<file path="config.mk">
export PLATFORM = sky130hd
export DESIGN_NAME = fpadd_pipe
export DESIGN_NICKNAME = d
export VERILOG_FILES = /design/src/rtl/fpadd_pkg.sv /design/src/rtl/fpadd_cmp.sv /design/src/rtl/fpadd_align.sv /design/src/rtl/fpadd_add.sv /design/src/rtl/fpadd_norm.sv /design/src/rtl/fpadd_pipe.sv
export SDC_FILE = /design/constraint.sdc
export NUM_CORES = 1
export LEC_CHECK = 0
export ABC_AREA = 1
export BUFFER_PORTS_ARGS = -buffer_cell sky130_fd_sc_hd__clkbuf_2
export CORE_ASPECT_RATIO = 0.9
export CORE_MARGIN = 8
export CORE_UTILIZATION = 56
export CTS_BUF_LIST = sky130_fd_sc_hd__clkbuf_4
export DETAILED_ROUTE_END_ITERATION = 12
export PLACE_DENSITY = 0.88
export RECOVER_POWER = 50
export SLEW_MARGIN = 20
export SYNTH_ARGS = -nofsm -noshare
export SYNTH_HDL_FRONTEND = slang
export SYNTH_SLANG_ARGS = --single-unit
</file>
<file path="constraint.sdc">
create_clock -name clk -period 0.8 [get_ports clk]
set_input_delay 0.08 -clock clk [delete_from_list [all_inputs] [get_ports clk]]
set_output_delay 0.08 -clock clk [all_outputs]
set_load 0.02 [all_outputs]
</file>
<file path="src/rtl/fpadd_pkg.sv">
package fpadd_pkg;

  // Kind of magnitude operation chosen from the operand signs
  typedef enum logic {
    MAG_ADD = 1'b0,
    MAG_SUB = 1'b1
  } mag_op_e;

endpackage

</file>
<file path="src/rtl/fpadd_cmp.sv">
// Step 1: exponent comparison by subtraction, reference operand selection
module fpadd_cmp #(
  parameter int EXP_W = 8,
  parameter int MAN_W = 10,
  localparam int FW    = 1 + EXP_W + MAN_W,
  localparam int SIG_W = MAN_W + 1
) (
  input  logic             clk,
  input  logic             rst_n,
  input  logic             v_i,
  input  logic [FW-1:0]    a_i,
  input  logic [FW-1:0]    b_i,
  output logic             v_o,
  output logic             big_sgn_o,
  output logic             sml_sgn_o,
  output logic [EXP_W-1:0] big_exp_o,
  output logic [EXP_W-1:0] dif_o,
  output logic [SIG_W-1:0] big_sig_o,
  output logic [SIG_W-1:0] sml_sig_o
);

  logic [EXP_W-1:0] exp_a, exp_b;
  logic [MAN_W-1:0] man_a, man_b;
  logic [EXP_W:0]   exp_sub, exp_neg;
  logic             a_ref;

  logic             big_sgn_d, sml_sgn_d;
  logic [EXP_W-1:0] big_exp_d, dif_d;
  logic [SIG_W-1:0] big_sig_d, sml_sig_d;

  assign exp_a = a_i[FW-2 -: EXP_W];
  assign exp_b = b_i[FW-2 -: EXP_W];
  assign man_a = a_i[MAN_W-1:0];
  assign man_b = b_i[MAN_W-1:0];

  always_comb begin
    exp_sub = {1'b0, exp_a} - {1'b0, exp_b};
    exp_neg = {(EXP_W+1){1'b0}} - exp_sub;
    // a is the reference when its exponent is larger, or equal with fraction not smaller
    a_ref = !exp_sub[EXP_W] && ((exp_sub != '0) || (man_a >= man_b));
    if (a_ref) begin
      big_sgn_d = a_i[FW-1];
      sml_sgn_d = b_i[FW-1];
      big_exp_d = exp_a;
      dif_d     = exp_sub[EXP_W-1:0];
      big_sig_d = {1'b1, man_a};
      sml_sig_d = {1'b1, man_b};
    end else begin
      big_sgn_d = b_i[FW-1];
      sml_sgn_d = a_i[FW-1];
      big_exp_d = exp_b;
      dif_d     = exp_neg[EXP_W-1:0];
      big_sig_d = {1'b1, man_b};
      sml_sig_d = {1'b1, man_a};
    end
  end

  always_ff @(posedge clk or negedge rst_n) begin
    if (!rst_n) v_o <= 1'b0;
    else        v_o <= v_i;
  end

  always_ff @(posedge clk) begin
    if (v_i) begin
      big_sgn_o <= big_sgn_d;
      sml_sgn_o <= sml_sgn_d;
      big_exp_o <= big_exp_d;
      dif_o     <= dif_d;
      big_sig_o <= big_sig_d;
      sml_sig_o <= sml_sig_d;
    end
  end

  // each accepted pair advances one step
  a_r2_cmp_advance: assert property (@(posedge clk) disable iff (!rst_n)
    v_i |=> v_o);
  a_r2_cmp_idle: assert property (@(posedge clk) disable iff (!rst_n)
    !v_i |=> !v_o);
  // the reference exponent is never below either input exponent
  a_r3_ref_exp: assert property (@(posedge clk) disable iff (!rst_n)
    v_i |=> (big_exp_o >= $past(exp_a)) && (big_exp_o >= $past(exp_b)));

endmodule

</file>
<file path="src/rtl/fpadd_align.sv">
// Step 2: right shift of the smaller significand by the exponent difference
module fpadd_align
  import fpadd_pkg::*;
#(
  parameter int EXP_W = 8,
  parameter int MAN_W = 10,
  localparam int SIG_W = MAN_W + 1
) (
  input  logic             clk,
  input  logic             rst_n,
  input  logic             v_i,
  input  logic             big_sgn_i,
  input  logic             sml_sgn_i,
  input  logic [EXP_W-1:0] big_exp_i,
  input  logic [EXP_W-1:0] dif_i,
  input  logic [SIG_W-1:0] big_sig_i,
  input  logic [SIG_W-1:0] sml_sig_i,
  output logic             v_o,
  output mag_op_e          op_o,
  output logic             sgn_o,
  output logic [EXP_W-1:0] exp_o,
  output logic [SIG_W-1:0] big_sig_o,
  output logic [SIG_W-1:0] al_sig_o
);

  localparam logic [EXP_W-1:0] FAR_LIM = EXP_W'(MAN_W);

  logic [SIG_W-1:0] al_sig_d;
  mag_op_e          op_d;

  always_comb begin
    if (dif_i > FAR_LIM) al_sig_d = '0;
    else                 al_sig_d = sml_sig_i >> dif_i;
    op_d = (big_sgn_i != sml_sgn_i) ? MAG_SUB : MAG_ADD;
  end

  always_ff @(posedge clk or negedge rst_n) begin
    if (!rst_n) v_o <= 1'b0;
    else        v_o <= v_i;
  end

  always_ff @(posedge clk) begin
    if (v_i) begin
      op_o      <= op_d;
      sgn_o     <= big_sgn_i;
      exp_o     <= big_exp_i;
      big_sig_o <= big_sig_i;
      al_sig_o  <= al_sig_d;
    end
  end

  // a far operand contributes nothing
  a_r4_far_zero: assert property (@(posedge clk) disable iff (!rst_n)
    (v_i && (dif_i > FAR_LIM)) |=> (al_sig_o == '0));
  // alignment only ever discards bits
  a_r4_no_growth: assert property (@(posedge clk) disable iff (!rst_n)
    v_i |=> (al_sig_o <= $past(sml_sig_i)));

endmodule

</file>
<file path="src/rtl/fpadd_add.sv">
// Step 3: magnitude add or subtract of the aligned significands
module fpadd_add
  import fpadd_pkg::*;
#(
  parameter int EXP_W = 8,
  parameter int MAN_W = 10,
  localparam int SIG_W = MAN_W + 1,
  localparam int SUM_W = MAN_W + 2
) (
  input  logic             clk,
  input  logic             rst_n,
  input  logic             v_i,
  input  mag_op_e          op_i,
  input  logic             sgn_i,
  input  logic [EXP_W-1:0] exp_i,
  input  logic [SIG_W-1:0] big_sig_i,
  input  logic [SIG_W-1:0] al_sig_i,
  output logic             v_o,
  output logic             sgn_o,
  output logic [EXP_W-1:0] exp_o,
  output logic [SUM_W-1:0] sum_o
);

  logic [SUM_W-1:0] sum_d;

  always_comb begin
    if (op_i == MAG_SUB) sum_d = {1'b0, big_sig_i} - {1'b0, al_sig_i};
    else                 sum_d = {1'b0, big_sig_i} + {1'b0, al_sig_i};
  end

  always_ff @(posedge clk or negedge rst_n) begin
    if (!rst_n) v_o <= 1'b0;
    else        v_o <= v_i;
  end

  always_ff @(posedge clk) begin
    if (v_i) begin
      sgn_o <= sgn_i;
      exp_o <= exp_i;
      sum_o <= sum_d;
    end
  end

  // subtracting from the reference never borrows past it
  a_r6_no_borrow: assert property (@(posedge clk) disable iff (!rst_n)
    (v_i && (op_i == MAG_SUB)) |=> (sum_o <= {1'b0, $past(big_sig_i)}));
  // an add never ends below the reference significand
  a_r5_add_grows: assert property (@(posedge clk) disable iff (!rst_n)
    (v_i && (op_i == MAG_ADD)) |=> (sum_o >= {1'b0, $past(big_sig_i)}));

endmodule

</file>
<file path="src/rtl/fpadd_norm.sv">
// Step 4: normalization and exponent correction
module fpadd_norm #(
  parameter int EXP_W = 8,
  parameter int MAN_W = 10,
  localparam int FW    = 1 + EXP_W + MAN_W,
  localparam int SIG_W = MAN_W + 1,
  localparam int SUM_W = MAN_W + 2,
  localparam int LZ_W  = $clog2(SUM_W)
) (
  input  logic             clk,
  input  logic             rst_n,
  input  logic             v_i,
  input  logic             sgn_i,
  input  logic [EXP_W-1:0] exp_i,
  input  logic [SUM_W-1:0] sum_i,
  output logic             v_o,
  output logic [FW-1:0]    res_o
);

  logic [LZ_W-1:0]  lz;
  logic [SIG_W-1:0] sig_n;
  logic [EXP_W-1:0] exp_n;
  logic [FW-1:0]    res_d;

  // leading zeros below the carry position; the highest set bit wins
  always_comb begin
    lz = '0;
    for (int i = 0; i < SIG_W; i++) begin
      if (sum_i[i]) lz = LZ_W'(MAN_W - i);
    end
  end

  always_comb begin
    sig_n = sum_i[SIG_W-1:0] << lz;
    exp_n = exp_i - EXP_W'(lz);
    if (sum_i[SUM_W-1]) begin
      sig_n = sum_i[SUM_W-1:1];
      exp_n = exp_i + EXP_W'(1);
    end
    if (sum_i == '0) res_d = '0;
    else             res_d = {sgn_i, exp_n, sig_n[MAN_W-1:0]};
  end

  always_ff @(posedge clk or negedge rst_n) begin
    if (!rst_n) v_o <= 1'b0;
    else        v_o <= v_i;
  end

  always_ff @(posedge clk) begin
    if (v_i) res_o <= res_d;
  end

  // exact cancellation gives positive zero
  a_r9_pos_zero: assert property (@(posedge clk) disable iff (!rst_n)
    (v_i && (sum_i == '0)) |=> (res_o == '0));
  // a carry raises the exponent by one
  a_r7_carry_exp: assert property (@(posedge clk) disable iff (!rst_n)
    (v_i && sum_i[SUM_W-1]) |=> (res_o[FW-2 -: EXP_W] == $past(exp_i) + EXP_W'(1)));
  // without a carry the exponent never rises
  a_r8_no_rise: assert property (@(posedge clk) disable iff (!rst_n)
    (v_i && !sum_i[SUM_W-1] && sum_i[SIG_W-1]) |=> (res_o[FW-2 -: EXP_W] == $past(exp_i)));

endmodule

</file>
<file path="src/rtl/fpadd_pipe.sv">
// Four-step floating-point adder, one operand pair per cycle
module fpadd_pipe
  import fpadd_pkg::*;
#(
  parameter int EXP_W = 8,
  parameter int MAN_W = 10,
  localparam int FW    = 1 + EXP_W + MAN_W,
  localparam int SIG_W = MAN_W + 1,
  localparam int SUM_W = MAN_W + 2
) (
  input  logic          clk,
  input  logic          rst_n,
  input  logic          in_valid,
  input  logic [FW-1:0] in_a,
  input  logic [FW-1:0] in_b,
  output logic          out_valid,
  output logic [FW-1:0] out_sum
);

  // reset: asserted at once, released on the clock
  logic [1:0] rst_sync_q;
  logic       rst_int_n;

  always_ff @(posedge clk or negedge rst_n) begin
    if (!rst_n) rst_sync_q <= 2'b00;
    else        rst_sync_q <= {rst_sync_q[0], 1'b1};
  end
  assign rst_int_n = rst_sync_q[1];

  logic             c_v, c_bsg, c_ssg;
  logic [EXP_W-1:0] c_exp, c_dif;
  logic [SIG_W-1:0] c_bsig, c_ssig;

  logic             l_v, l_sgn;
  mag_op_e          l_op;
  logic [EXP_W-1:0] l_exp;
  logic [SIG_W-1:0] l_bsig, l_asig;

  logic             s_v, s_sgn;
  logic [EXP_W-1:0] s_exp;
  logic [SUM_W-1:0] s_sum;

  fpadd_cmp #(.EXP_W(EXP_W), .MAN_W(MAN_W)) u_cmp (
    .clk(clk), .rst_n(rst_int_n), .v_i(in_valid), .a_i(in_a), .b_i(in_b),
    .v_o(c_v), .big_sgn_o(c_bsg), .sml_sgn_o(c_ssg), .big_exp_o(c_exp),
    .dif_o(c_dif), .big_sig_o(c_bsig), .sml_sig_o(c_ssig)
  );

  fpadd_align #(.EXP_W(EXP_W), .MAN_W(MAN_W)) u_align (
    .clk(clk), .rst_n(rst_int_n), .v_i(c_v), .big_sgn_i(c_bsg),
    .sml_sgn_i(c_ssg), .big_exp_i(c_exp), .dif_i(c_dif),
    .big_sig_i(c_bsig), .sml_sig_i(c_ssig), .v_o(l_v), .op_o(l_op),
    .sgn_o(l_sgn), .exp_o(l_exp), .big_sig_o(l_bsig), .al_sig_o(l_asig)
  );

  fpadd_add #(.EXP_W(EXP_W), .MAN_W(MAN_W)) u_add (
    .clk(clk), .rst_n(rst_int_n), .v_i(l_v), .op_i(l_op), .sgn_i(l_sgn),
    .exp_i(l_exp), .big_sig_i(l_bsig), .al_sig_i(l_asig),
    .v_o(s_v), .sgn_o(s_sgn), .exp_o(s_exp), .sum_o(s_sum)
  );

  fpadd_norm #(.EXP_W(EXP_W), .MAN_W(MAN_W)) u_norm (
    .clk(clk), .rst_n(rst_int_n), .v_i(s_v), .sgn_i(s_sgn), .exp_i(s_exp),
    .sum_i(s_sum), .v_o(out_valid), .res_o(out_sum)
  );

  // nothing leaves the pipe while reset is held
  a_r11_reset_quiet: assert property (@(posedge clk)
    !rst_int_n |=> !out_valid);

endmodule

</file>
==> flow_summary.yaml, run 1 <==
status:
  outcome: "did not finish"
  lastStage: "global routing"
  run.stop_error: "[ERROR DPL-0038] Utilization greater than 100%, impossible to legalize"
die:
  die_h_um: 121
  start_util_pct: 57.1
  chipWidth_um: 133
  rows: 38
  ioPinCount: 61
sta:
  worst-ep-kind: "register data pin"
  crit_endpoint: "u_norm.res_o[16]$_SDFFCE_PN0P_/D"
clock_tree:
  cts_root_buffer: "clkbuf_4"
  cts_buffers: 17
  clock_sinks: 115
  clockBufferDepth: 2
  htreeDepth: 4
global_route:
  grt_start_max_net_pins: 40
synthesis:
  syn_area_um2: 6870
  syn_area_per_cell_um2: 8.75
  synthCells: 785
  synth-main-ff-cell: "edfxtp_1"
  yosysUniqueCellTypes: 41
  ys_seq_elements: 115
  seq_area_frac_synth_pct: 49.8
  synth_warnings: 0
  synth_edf_count: 109
  syn-num-nets: 868
  async_flop_share_pct: 5.22
placed_design:
  place.gp.congestion: 0.905
  io_buffers: 60
  hpwl_mm: 12.6
-- Yosys cell counts, types with 3 or more instances --
| cell | count | area, µm² |
|---|---|---|
| a21o_1 | 4 | 30.0 |
| a21oi_1 | 32 | 160 |
| a31oi_1 | 3 | 18.8 |
| buf_2 | 8 | 40.0 |
| buf_6 | 3 | 33.8 |
| clkbuf_1 | 5 | 18.8 |
| clkinv_1 | 3 | 11.3 |
| dfrtp_1 | 6 | 150 |
| edfxtp_1 | 109 | 3270 |
| fa_1 | 3 | 60.1 |
| ha_1 | 39 | 488 |
| inv_1 | 105 | 394 |
| inv_2 | 3 | 11.3 |
| nand2_1 | 220 | 826 |
| nand3_1 | 80 | 400 |
| nand3b_1 | 3 | 22.5 |
| nand4_1 | 10 | 62.6 |
| nor2_1 | 51 | 191 |
| nor3_1 | 14 | 70.1 |
| o211ai_1 | 4 | 30.0 |
| o21ai_0 | 27 | 135 |
| o22ai_1 | 6 | 37.5 |
| xnor2_1 | 8 | 70.1 |
| xor2_1 | 17 | 149 |
-- per-stage QoR --
step / setup WS, ns / instance area [µm²] / instances
2_1_floorplan: -1.89 / 7350 / 785
3_3_place_gp: -1.88 / 8980 / 1150
3_5_place_dp: -2.00 / 8980 / 1150
4_1_cts: -1.85 / 10900 / 1284
-- cell families after synthesis --
logic type      synth area share [%]
simple gates                    24.1
buf+inv                         7.41
flops                           49.8
compound gates                  6.92
fa+ha+maj                       7.98
xor+xnor                        3.42
mux                            0.291
other cells                   0.0546
-- what timing repair did --
action                                 in CTS
setup endpoints to repair                 173
gates resized for setup                   166
hold buffers                               41
setup buffers                              66
pin swaps                                 100
gates cloned                                8
endpoints found under the hold margin      71
==> run 2: changes to the inputs <==
--- a/config.mk
+++ b/config.mk
@@ -7,12 +7,10 @@
 export LEC_CHECK = 0
 export ABC_AREA = 1
 export BUFFER_PORTS_ARGS = -buffer_cell sky130_fd_sc_hd__clkbuf_2
-export CORE_ASPECT_RATIO = 0.9
 export CORE_MARGIN = 8
-export CORE_UTILIZATION = 56
-export CTS_BUF_LIST = sky130_fd_sc_hd__clkbuf_4
+export CORE_UTILIZATION = 40
 export DETAILED_ROUTE_END_ITERATION = 12
-export PLACE_DENSITY = 0.88
+export PLACE_DENSITY_LB_ADDON = 0.15
 export RECOVER_POWER = 50
 export SLEW_MARGIN = 20
 export SYNTH_ARGS = -nofsm -noshare
==> constraint.sdc (replaced) <==
create_clock -name clk -period 1 [get_ports clk]
set_input_delay 0.1 -clock clk [delete_from_list [all_inputs] [get_ports clk]]
set_output_delay 0.1 -clock clk [all_outputs]
set_load 0.02 [all_outputs]
==> run 2 against run 1 <==
Compared with the run above: the flow now finishes, with violations (setup timing); area after synthesis unchanged; synthesized cell count unchanged.
==> flow_summary.yaml, run 2 <==
status:
  outcome: "finished with violations"
  violations: "setup timing"
sta:
  tns_ns: -73.01
  fin_crit_ns: 2.70
  fin_ws_ns: -1.70
  worst_pin_slew_ns: 0.904
  finClkSkew_ns: 0.0109
  whs_ns: 0.0350
  period_share_pct: 270
  relSlewSlack_pct: 39.7
  finalSetupViolCount: 99
  slew_violations: 0
  hold_viol: 0
  fmax_mhz: 370
  rsz0062_at_grt: "yes"
synthesis:
  syn_area_per_cell_um2: 8.75
  async_flop_share_pct: 5.22
  yosysMostFrequentCell: "nand2_1"
  yosysUniqueCellTypes: 41
  synth_edf_count: 109
  syn-num-nets: 868
  ys_top_cells_by_count: "nand2_1, edfxtp_1, inv_1"
  syn_area_um2: 6870
  synth-main-ff-cell: "edfxtp_1"
  yosysTopAreaCellShare_pct: 47.6
  synth_area_leader_cell: "edfxtp_1"
  seq_area_frac_synth_pct: 49.8
  synthCells: 785
  synth_warnings: 0
  yosys-top-cells-area: "edfxtp_1, nand2_1, ha_1"
  ys_seq_elements: 115
global_route:
  grt_use_met3_pct: 2.95
  overflow: 0
  grt_use_total_pct: 16.9
  grt_start_max_net_pins: 40
  met2_usage_pct: 32.7
  first_global_vias: 6645
  use_met1_pct: 17.5
  grt_pass1_wl_mm: 29.8
  top_usage_layer: "met2"
  antenna_found_initial: 0
critical_path:
  cp-start-kind: "flip-flop"
  reg2reg_slack_ns: -1.70
  end_kind: "flip-flop"
  arrival_ns: 2.87
  rr_startpoint: "u_add.sum_o[4]"
  r2r_end: "u_norm.res_o[16]"
  cp_common_cell: "nand2_1"
  worstPathCellList: "buf_6 > inv_2 > nand2_1 > nand2_1 > nand2_1 > nand2_1 > nand2_2 > nand2_4 > inv_4 > ha_4 > inv_2 > o21ai_2 > a21oi_1 > ha_1 > inv_2 > nor2_4 > o21ai_2 > a21boi_2 > o21ai_1 > nand2_1 > o21ai_1 > a21oi_1"
  path_max_fanout: 3
  criticalPathCategory: "reg2reg"
  startpoint: "u_add.sum_o[4]"
  cp.required_ns: 1.16
  cp_slowest_cell: "edfxtp_1"
  slowest_delay_ns: 0.42
  ff2ff_path_depth: 22
placed_design:
  hpwl_mm: 13.2
  place.gp.congestion: 0.854
  io_buffers: 60
  placed_cell_area_um2: 9120
clock_tree:
  cts_tree: "yes"
  clock_sinks: 115
  cts_root_buffer: "clkbuf_16"
  clockBufferDepth: 2
  cts_buffers: 17
  worstSkewPairLatency_ns: 0.41
  clkTransAtPathRegs_ns: 0.05
  htreeDepth: 4
worst_hold_path:
  hold_path_startpoint: "in_b[18]"
  whs_path_depth: 3
  min_to: "u_cmp.big_sgn_o"
  min_path_type: "in2reg"
die:
  chipWidth_um: 147
  die_h_um: 147
  core_area_um2: 17100
  start_util_pct: 40.3
  die_area_um2: 21600
  ioPinCount: 61
  rows: 48
finish:
  final_common_cell: "buf_4"
  drive_gt1_share_pct: 53.0
  diodes: 0
  mostFrequentLayoutCells: "buf_4, nand2_1, edfxtp_1, inv_1, buf_6"
  num-nets-final: 1149
  final_cell_area_um2: 11500
  largest_reg_flops: 19
  syn2layout_area_growth_pct: 67.5
  top_register: "u_norm.res_o"
  largestRegisters: "u_norm.res_o (19), u_add.sum_o (12), u_align.al_sig_o (11)"
detailed_routing:
  routed_via_density: 4.90
  wl_per_cell_um: 14.6
  drcViolationCount: 0
  routed_wl_mm: 19.1
  drt_iter0_markers: 332
  vias: 6387
  dr.pass1.iters: 5
  ant_nets: 0
pwr:
  leakagePower_nw: 5.20
  finalPower_mw: 25.7
  irDropWorstVdd_v: 0.00182
  p_per_area_nw_per_um2: 2240
job:
  drv_cap: 0
## run 2: kinds of logic after synthesis
logic type	after synthesis	synth area share [%]
AND/OR/NAND/NOR	388	24.1
buffers and inverters	127	7.41
flip-flops	115	49.8
AO/OA/AOI/OAI	84	6.92
adder cells (fa/ha/maj)	42	7.98
XOR/XNOR	26	3.42
multiplexers	2	0.291
other	1	0.0546
## run 2: power by group
group / internal (mW) / switching (mW) / total (mW)
Combinational: 5.94 / 6.54 / 12.5
Sequential: 6.58 / 0.511 / 7.09
Clock: 4.01 / 2.17 / 6.18
Total: 16.5 / 9.22 / 25.7
## run 2: final cells by class
| type | instances | area [µm²] |
|---|---|---|
| Clock inverter | 14 | 180 |
| Timing Repair Buffer | 273 | 2350 |
| Fill cell | 1299 | 5550 |
| Clock buffer | 18 | 439 |
| Inverter | 111 | 458 |
| Multi-Input combinational cell | 548 | 4370 |
| Sequential cell | 115 | 3430 |
| Tap cell | 225 | 282 |
## run 2: worst max-delay path, delay by kind of cell, from the launching register on
family          cells  cell delay [ns]
compound gates      7             0.72
simple gates        8             0.51
fa+ha+maj           2             0.43
flops               1             0.42
buf+inv             5             0.37
## run 2: how the worst max path moves through the flow
stage,end,slack (ns),depth (start not counted)
after detailed placement,u_norm.res_o[16],-1.82,17
after floorplan,u_norm.res_o[16],-1.69,24
final,u_norm.res_o[16],-1.70,22
after CTS,u_norm.res_o[16],-1.64,22
after global placement,u_norm.res_o[16],-1.76,17
after global routing,u_norm.res_o[16],-1.87,23
## run 2: through the flow
step	worst slack [ns]	utilization (%)	std cells
global placement	-1.76	53.4	1220
floorplan	-1.69	-	785
global route	-1.87	67.5	1304
finish	-1.70	67.5	1304
detailed placement	-1.82	53.4	1220
CTS	-1.64	62.8	1290
## run 2: routing by layer
| layer | wire length [µm] | vias up |
|---|---|---|
| li1 | - | 3220 |
| met1 | 7250 | 2996 |
| met2 | 10700 | 132 |
| met3 | 594 | 39 |
| met4 | 481 | 0 |
| met5 | 0 | - |
## run 2: timing repair
item / CTS / global route
hold buffers: 2 / 0
gates resized for setup: 145 / 223
setup buffers: 41 / 26
endpoints found under the setup margin: 130 / 99
gates cloned: 6 / 2
endpoints found under the hold margin: 2 / 0
pin swaps: 71 / 76
Power figures use the tool's default switching activity.
